## src/rtl/hdc_pkg.sv

```systemverilog
package hdc_pkg;

  // Control word layout
  localparam int BIT_STEP    = 0;
  localparam int BIT_STEPIE  = 1;
  localparam int BIT_STOPCNT = 2;
  localparam int BIT_STOPTMR = 3;
  localparam int BIT_MPRV    = 4;
  localparam int CAUSE_LSB   = 5;
  localparam int CAUSE_W     = 3;
  localparam int CTL_W       = CAUSE_LSB + CAUSE_W;

  // Entry cause codes; a lower code has priority
  localparam logic [CAUSE_W-1:0] CS_NONE    = 3'd0;
  localparam logic [CAUSE_W-1:0] CS_EBREAK  = 3'd1;
  localparam logic [CAUSE_W-1:0] CS_TRIG    = 3'd2;
  localparam logic [CAUSE_W-1:0] CS_HALTREQ = 3'd3;
  localparam logic [CAUSE_W-1:0] CS_STEP    = 3'd4;
  localparam logic [CAUSE_W-1:0] CS_RSTHALT = 3'd5;

  typedef enum logic [1:0] {
    ST_BOOT = 2'd0,
    ST_RUN  = 2'd1,
    ST_HALT = 2'd2,
    ST_STEP = 2'd3
  } hdc_state_e;

endpackage

```

## src/rtl/hdc_cause_pick.sv

```systemverilog
module hdc_cause_pick
  import hdc_pkg::*;
(
  input  logic               ebreak_i,
  input  logic               trig_i,
  input  logic               halt_i,
  input  logic               step_done_i,
  output logic               hit_o,
  output logic [CAUSE_W-1:0] cause_o
);

  always_comb begin
    hit_o   = 1'b1;
    cause_o = CS_NONE;
    if (ebreak_i) begin
      cause_o = CS_EBREAK;
    end else if (trig_i) begin
      cause_o = CS_TRIG;
    end else if (halt_i) begin
      cause_o = CS_HALTREQ;
    end else if (step_done_i) begin
      cause_o = CS_STEP;
    end else begin
      hit_o = 1'b0;
    end
  end

endmodule

```

## src/rtl/hdc_fsm.sv

```systemverilog
module hdc_fsm
  import hdc_pkg::*;
(
  input  logic               clk_i,
  input  logic               rst_ni,
  input  logic               rst_halt_i,
  input  logic               ebreak_i,
  input  logic               trig_i,
  input  logic               halt_i,
  input  logic               resume_i,
  input  logic               retire_i,
  input  logic               step_i,
  output hdc_state_e         state_o,
  output logic [CAUSE_W-1:0] cause_o
);

  hdc_state_e         state_q, state_d;
  logic [CAUSE_W-1:0] cause_q, cause_d;
  logic               cause_en;
  logic               pick_hit;
  logic [CAUSE_W-1:0] pick_cause;
  logic               step_done;

  assign step_done = (state_q == ST_STEP) && retire_i;

  hdc_cause_pick u_pick (
    .ebreak_i    (ebreak_i),
    .trig_i      (trig_i),
    .halt_i      (halt_i),
    .step_done_i (step_done),
    .hit_o       (pick_hit),
    .cause_o     (pick_cause)
  );

  always_comb begin
    state_d  = state_q;
    cause_d  = cause_q;
    cause_en = 1'b0;
    unique case (state_q)
      ST_BOOT: begin
        if (rst_halt_i) begin
          state_d  = ST_HALT;
          cause_d  = CS_RSTHALT;
          cause_en = 1'b1;
        end else begin
          state_d = ST_RUN;
        end
      end
      ST_RUN, ST_STEP: begin
        if (pick_hit) begin
          state_d  = ST_HALT;
          cause_d  = pick_cause;
          cause_en = 1'b1;
        end
      end
      ST_HALT: begin
        if (resume_i && !halt_i) begin
          state_d = step_i ? ST_STEP : ST_RUN;
        end
      end
      default: state_d = ST_BOOT;
    endcase
  end

  always_ff @(posedge clk_i or negedge rst_ni) begin
    if (!rst_ni) begin
      state_q <= ST_BOOT;
    end else begin
      state_q <= state_d;
    end
  end

  always_ff @(posedge clk_i or negedge rst_ni) begin
    if (!rst_ni) begin
      cause_q <= CS_NONE;
    end else if (cause_en) begin
      cause_q <= cause_d;
    end
  end

  assign state_o = state_q;
  assign cause_o = cause_q;

endmodule

```

## src/rtl/hdc_ctl_reg.sv

```systemverilog
module hdc_ctl_reg
  import hdc_pkg::*;
#(
  parameter bit STEPIE_SUPPORTED = 1'b0
) (
  input  logic               clk_i,
  input  logic               rst_ni,
  input  logic               we_i,
  input  logic               wr_ok_i,
  input  logic [CTL_W-1:0]   wdata_i,
  input  logic [CAUSE_W-1:0] cause_i,
  output logic               step_o,
  output logic               stepie_o,
  output logic               stopcnt_o,
  output logic               stoptmr_o,
  output logic [CTL_W-1:0]   rdata_o
);

  logic wr_en;
  logic step_q, step_d;
  logic stopc_q, stopc_d;
  logic stopt_q, stopt_d;
  logic unused_wd;

  assign wr_en     = we_i && wr_ok_i;
  assign unused_wd = ^{wdata_i[CTL_W-1:CAUSE_LSB], wdata_i[BIT_MPRV]};

  always_comb begin
    step_d  = step_q;
    stopc_d = stopc_q;
    stopt_d = stopt_q;
    if (wr_en) begin
      step_d  = wdata_i[BIT_STEP];
      stopc_d = wdata_i[BIT_STOPCNT];
      stopt_d = wdata_i[BIT_STOPTMR];
    end
  end

  always_ff @(posedge clk_i or negedge rst_ni) begin
    if (!rst_ni) begin
      step_q  <= 1'b0;
      stopc_q <= 1'b1;
      stopt_q <= 1'b1;
    end else begin
      step_q  <= step_d;
      stopc_q <= stopc_d;
      stopt_q <= stopt_d;
    end
  end

  generate
    if (STEPIE_SUPPORTED) begin : g_stepie
      logic stepie_q, stepie_d;
      always_comb begin
        stepie_d = stepie_q;
        if (wr_en) begin
          stepie_d = wdata_i[BIT_STEPIE];
        end
      end
      always_ff @(posedge clk_i or negedge rst_ni) begin
        if (!rst_ni) begin
          stepie_q <= 1'b0;
        end else begin
          stepie_q <= stepie_d;
        end
      end
      assign stepie_o = stepie_q;
    end else begin : g_no_stepie
      logic unused_stepie_wd;
      assign unused_stepie_wd = wdata_i[BIT_STEPIE];
      assign stepie_o         = 1'b0;
    end
  endgenerate

  always_comb begin
    rdata_o                          = '0;
    rdata_o[BIT_STEP]                = step_q;
    rdata_o[BIT_STEPIE]              = stepie_o;
    rdata_o[BIT_STOPCNT]             = stopc_q;
    rdata_o[BIT_STOPTMR]             = stopt_q;
    rdata_o[BIT_MPRV]                = 1'b1;
    rdata_o[CAUSE_LSB +: CAUSE_W]    = cause_i;
  end

  assign step_o    = step_q;
  assign stopcnt_o = stopc_q;
  assign stoptmr_o = stopt_q;

endmodule

```

## src/rtl/hdc_gate.sv

```systemverilog
module hdc_gate
  import hdc_pkg::*;
(
  input  hdc_state_e state_i,
  input  logic       stepie_i,
  input  logic       stopcnt_i,
  input  logic       stoptmr_i,
  input  logic       irq_pend_i,
  output logic       dbg_mode_o,
  output logic       run_en_o,
  output logic       irq_mask_o,
  output logic       irq_take_o,
  output logic       cnt_stop_o,
  output logic       tmr_stop_o
);

  logic halted;
  logic stepping;

  assign halted     = (state_i == ST_HALT);
  assign stepping   = (state_i == ST_STEP);
  assign dbg_mode_o = halted;
  assign run_en_o   = (state_i == ST_RUN) || stepping;
  assign irq_mask_o = halted || (state_i == ST_BOOT) || (stepping && !stepie_i);
  assign irq_take_o = irq_pend_i && !irq_mask_o;
  assign cnt_stop_o = halted && stopcnt_i;
  assign tmr_stop_o = halted && stoptmr_i;

endmodule

```

## src/rtl/hart_dbg_ctl.sv

```systemverilog
module hart_dbg_ctl
  import hdc_pkg::*;
#(
  parameter bit STEPIE_SUPPORTED = 1'b0
) (
  input  logic             clk_i,
  input  logic             rst_ni,
  input  logic             halt_req_i,
  input  logic             resume_req_i,
  input  logic             rst_halt_req_i,
  input  logic             ebreak_i,
  input  logic             trigger_i,
  input  logic             retire_i,
  input  logic             irq_pend_i,
  input  logic             ctl_we_i,
  input  logic [CTL_W-1:0] ctl_wdata_i,
  output logic             dbg_mode_o,
  output logic             run_en_o,
  output logic             irq_mask_o,
  output logic             irq_take_o,
  output logic             cnt_stop_o,
  output logic             tmr_stop_o,
  output logic [CTL_W-1:0] ctl_rdata_o
);

  hdc_state_e         state;
  logic [CAUSE_W-1:0] cause;
  logic               step_bit;
  logic               stepie_bit;
  logic               stopcnt_bit;
  logic               stoptmr_bit;

  hdc_fsm u_fsm (
    .clk_i      (clk_i),
    .rst_ni     (rst_ni),
    .rst_halt_i (rst_halt_req_i),
    .ebreak_i   (ebreak_i),
    .trig_i     (trigger_i),
    .halt_i     (halt_req_i),
    .resume_i   (resume_req_i),
    .retire_i   (retire_i),
    .step_i     (step_bit),
    .state_o    (state),
    .cause_o    (cause)
  );

  hdc_ctl_reg #(
    .STEPIE_SUPPORTED (STEPIE_SUPPORTED)
  ) u_ctl (
    .clk_i     (clk_i),
    .rst_ni    (rst_ni),
    .we_i      (ctl_we_i),
    .wr_ok_i   (state == ST_HALT),
    .wdata_i   (ctl_wdata_i),
    .cause_i   (cause),
    .step_o    (step_bit),
    .stepie_o  (stepie_bit),
    .stopcnt_o (stopcnt_bit),
    .stoptmr_o (stoptmr_bit),
    .rdata_o   (ctl_rdata_o)
  );

  hdc_gate u_gate (
    .state_i    (state),
    .stepie_i   (stepie_bit),
    .stopcnt_i  (stopcnt_bit),
    .stoptmr_i  (stoptmr_bit),
    .irq_pend_i (irq_pend_i),
    .dbg_mode_o (dbg_mode_o),
    .run_en_o   (run_en_o),
    .irq_mask_o (irq_mask_o),
    .irq_take_o (irq_take_o),
    .cnt_stop_o (cnt_stop_o),
    .tmr_stop_o (tmr_stop_o)
  );

endmodule

```

## config.mk

```make
export PLATFORM = sky130hd
export DESIGN_NAME = hart_dbg_ctl
export DESIGN_NICKNAME = d
export VERILOG_FILES = /design/src/rtl/hdc_pkg.sv /design/src/rtl/hdc_cause_pick.sv /design/src/rtl/hdc_fsm.sv /design/src/rtl/hdc_ctl_reg.sv /design/src/rtl/hdc_gate.sv /design/src/rtl/hart_dbg_ctl.sv
export SDC_FILE = /design/constraint.sdc
export NUM_CORES = 1
export LEC_CHECK = 0
export BUFFER_PORTS_ARGS = -buffer_cell sky130_fd_sc_hd__buf_2
export CELL_PAD_IN_SITES_DETAIL_PLACEMENT = 1
export CELL_PAD_IN_SITES_GLOBAL_PLACEMENT = 2
export CORE_MARGIN = 2
export CORE_UTILIZATION = 19
export DETAILED_ROUTE_END_ITERATION = 8
export GPL_TIMING_DRIVEN = 0
export PLACE_DENSITY = 0.77
export RECOVER_POWER = 50
export SLEW_MARGIN = 40
export SYNTH_ARGS = -nofsm -noshare
export SYNTH_HDL_FRONTEND = slang
export SYNTH_SLANG_ARGS = --single-unit
```

## constraint.sdc

```tcl
create_clock -name clk_i -period 1.23 [get_ports clk_i]
set_clock_uncertainty 0.1 [all_clocks]
set_input_delay 0.369 -clock clk_i [delete_from_list [all_inputs] [get_ports clk_i]]
set_output_delay 0.369 -clock clk_i [all_outputs]
set_load 0.05 [all_outputs]
```

==> flow_metrics.py <==
metrics = {
    "layout": {
        "syn2layout_area_growth_pct": 105,
        "fin_nets": 110,
        "seqCellArea_um2": 204,
        "multi_input_area_um2": 332,
        "drive_gt1_share_pct": 72.5,
        "utilization_pct": 40.7,
        "fillers": 284,
        "antenna_cells": 0,
        "final_cell_mix": "buf_4 (11), buf_2 (11), buf_6 (10)",
    },
    "logic_synthesis": {
        "ys_async_sr_fraction_pct": 100,
        "syn_avg_cell_area_um2": 9.54,
        "synth_cell_types": 25,
        "synthCells": 51,
        "seq_area_frac_synth_pct": 41.6,
        "synth_fp_nets": 69,
        "synth_edf_count": 0,
        "ys_warn_count": 0,
        "synthFlopType": "dfrtp_1",
        "ys_seq_elements": 8,
        "syn_area_um2": 487,
    },
    "pwr": {
        "clkPwrFrac_pct": 10.5,
        "pwr-share-seq_pct": 20.2,
        "power.density_mw_per_mm2": 2260,
        "switching_share_pct": 44.1,
        "peakVddDrop_v": 0.00106,
        "fin_total_pwr_mw": 2.26,
        "p_int_mw": 1.26,
        "power_switching_mw": 0.996,
        "combPwrFrac_pct": 69.3,
        "power_leakage_nw": 0.465,
    },
    "global_route": {
        "grt_pass1_wl_mm": 2.33,
        "grt_max_degree": 10,
        "grt_pass1_vias": 505,
        "grt_antenna_before_repair": 0,
        "grt_overflow": 0,
        "grt_usage_pct": 11.5,
    },
    "outcome": {
        "status": "complete, but fails checks",
        "violations": "setup timing",
    },
    "worst_setup_path": {
        "path_class": "reg -> out",
        "cp_max_fo": 4,
        "rrSetupSlack_ns": -0.25,
        "critical-path-top-delay-family": "simple AND/OR/NAND/NOR gates",
        "end_kind": "primary output",
        "crit_chain": "and2b_4, and2_4, buf_8",
        "cp_num_buf_inv": 1,
        "r2r_cells": 5,
        "crit_arrival_ns": 1.20,
        "critPathSlowestCell": "dfrtp_1",
        "cp-start-kind": "flop",
        "reg2reg_from": "u_fsm.state_o[1]",
        "r2r_end": "u_ctl.step_o",
        "required_ns": 0.76,
        "critPathMaxStageDelay_ns": 0.39,
    },
    "min_path": {
        "worstHoldEndpoint": "u_fsm.state_o[1]",
        "hold_path_depth": 2,
        "hp-start": "resume_req_i",
        "hold_path.class": "in -> reg",
    },
    "drt": {
        "ant_nets": 0,
        "first_pass_iters": 4,
        "drc": 0,
        "wl_per_cell_um": 12.7,
        "vias": 517,
        "routed_wl_mm": 1.54,
        "drtIter0Drc": 3,
        "vias_per_cell": 4.27,
    },
    "sta": {
        "setup_viol": 19,
        "fin_crit_sh_pct": 136,
        "holdWs_ns": 0.231,
        "maxSlewViolCount": 0,
        "rsz0062_at_grt": "true",
        "fin_tns_setup_ns": -4.48,
        "worst_slew_pin_slew_ns": 0.514,
        "max_slew_margin_pct": 65.8,
        "min_period_ns": 1.67,
        "fin_ws_ns": -0.437,
        "max_freq_mhz": 600,
        "finalHoldViolations": 0,
    },
    "cts": {
        "cts_made_buffers": 3,
        "cts_root_buf": "clkbuf_4",
        "cts.sinks": 8,
        "clockBufferDepth": 2,
        "path_clk_slew_ns": 0.07,
        "cts_tree": "yes",
        "htree_levels": 1,
        "clkLatencyLatePin_ns": 0.27,
    },
    "die": {
        "rows": 18,
        "die_area_mm2": 0.00298,
        "die_x_um": 54.6,
        "core_area_mm2": 0.00245,
        "pin_count": 32,
        "start_util_pct": 19.8,
        "die_h_um": 54.6,
    },
    "placement": {
        "gp_congestion": 0.695,
        "dp_slack_ns": -0.343,
        "io_buffers": 24,
        "hpwl_mm": 1.03,
    },
    "job": {
        "maxCapViolations": 0,
    },
}
## through the flow
step,area (um2),cells
final,998,121
after global routing,998,121
after CTS,911,118
after detailed placement,664,105
after global placement,664,105
after floorplan,507,51
## logic make-up (layout without fill, tap and decap cells)
kind of cell    count (synthesis)  after routing  synth area share (%)
buf+inv                        10             50                  11.8
other cells                     2              2                  1.54
mux                             3              3                  6.94
simple gates                   17             17                  22.9
flops                           8              8                  41.6
compound gates                 11             11                  15.2
## power by group through the flow
stage	combinational, mW	sequential (mW)	clock, mW
2_1_floorplan	0.600	0.593	0
3_3_place_gp	0.929	0.449	0
6_report	1.57	0.455	0.237
3_5_place_dp	0.941	0.454	0
4_1_cts	1.42	0.450	0.249
5_1_grt	1.65	0.472	0.265
## per-layer routing
layer / up-vias / global-route usage, % / wire length [um]
li1: 244 / - / -
met1: 246 / 14.0 / 663
met2: 25 / 17.1 / 731
met3: 2 / 6.28 / 132
met4: 0 / 3.75 / 10
met5: - / 0 / 0
## worst register-to-register path, stage by stage (launching register included)
cell	delay [ns]
dfrtp_2	0.44
and2b_4	0.19
buf_4	0.13
buf_6	0.12
nand2_4	0.08
mux2_4	0.29
## flip-flops by register name, summed over array words and instances, names as in the netlist
name and count:
u_ctl.stoptmr_o 1, u_fsm.state_o 2, u_ctl.stopcnt_o 1, u_ctl.step_o 1, u_fsm.cause_o 3
## worst max-delay path by stage
| stage | startpoint | endpoint | cells after the start |
|---|---|---|---|
| floorplan | u_fsm.state_o[0] | cnt_stop_o | 2 |
| global placement | u_fsm.state_o[1] | cnt_stop_o | 3 |
| detailed placement | u_fsm.state_o[1] | cnt_stop_o | 3 |
| CTS | u_fsm.state_o[0] | cnt_stop_o | 3 |
| global route | u_fsm.state_o[0] | cnt_stop_o | 3 |
| finish | u_fsm.state_o[0] | cnt_stop_o | 3 |
## layout make-up
cell class | instances | area share, %
well taps | 30 | 3.76
clock buffers | 4 | 2.63
multi-input cells | 33 | 33.2
inverters | 3 | 1.13
plain buffers | 6 | 5.26
repair buffers | 37 | 33.6
flip-flops and latches | 8 | 20.4
## synthesized netlist by cell type (2+ instances only)
cell      number  area, um2
nor2b_1        2       12.5
o22ai_1        2       12.5
mux2_1         3       33.8
nand2b_1       4       25.0
dfstp_2        2       52.6
nand2_1        2       7.51
o21ai_0        2       10.0
inv_1          3       11.3
nor2_1         3       11.3
a21oi_1        2       10.0
dfrtp_1        6        150
buf_4          5       37.5
conb_1         2       7.51
and2_1         2       12.5
## timing repair
action                                  CTS  global route
hold endpoints to repair                  6             0
gates cloned                              0             0
pin swaps                                 7             5
setup buffers                             9             4
gates resized for setup                  46            13
endpoints found under the setup margin   17            20
hold buffers                              1             0
Note: power is estimated with default switching activity, not from simulation.
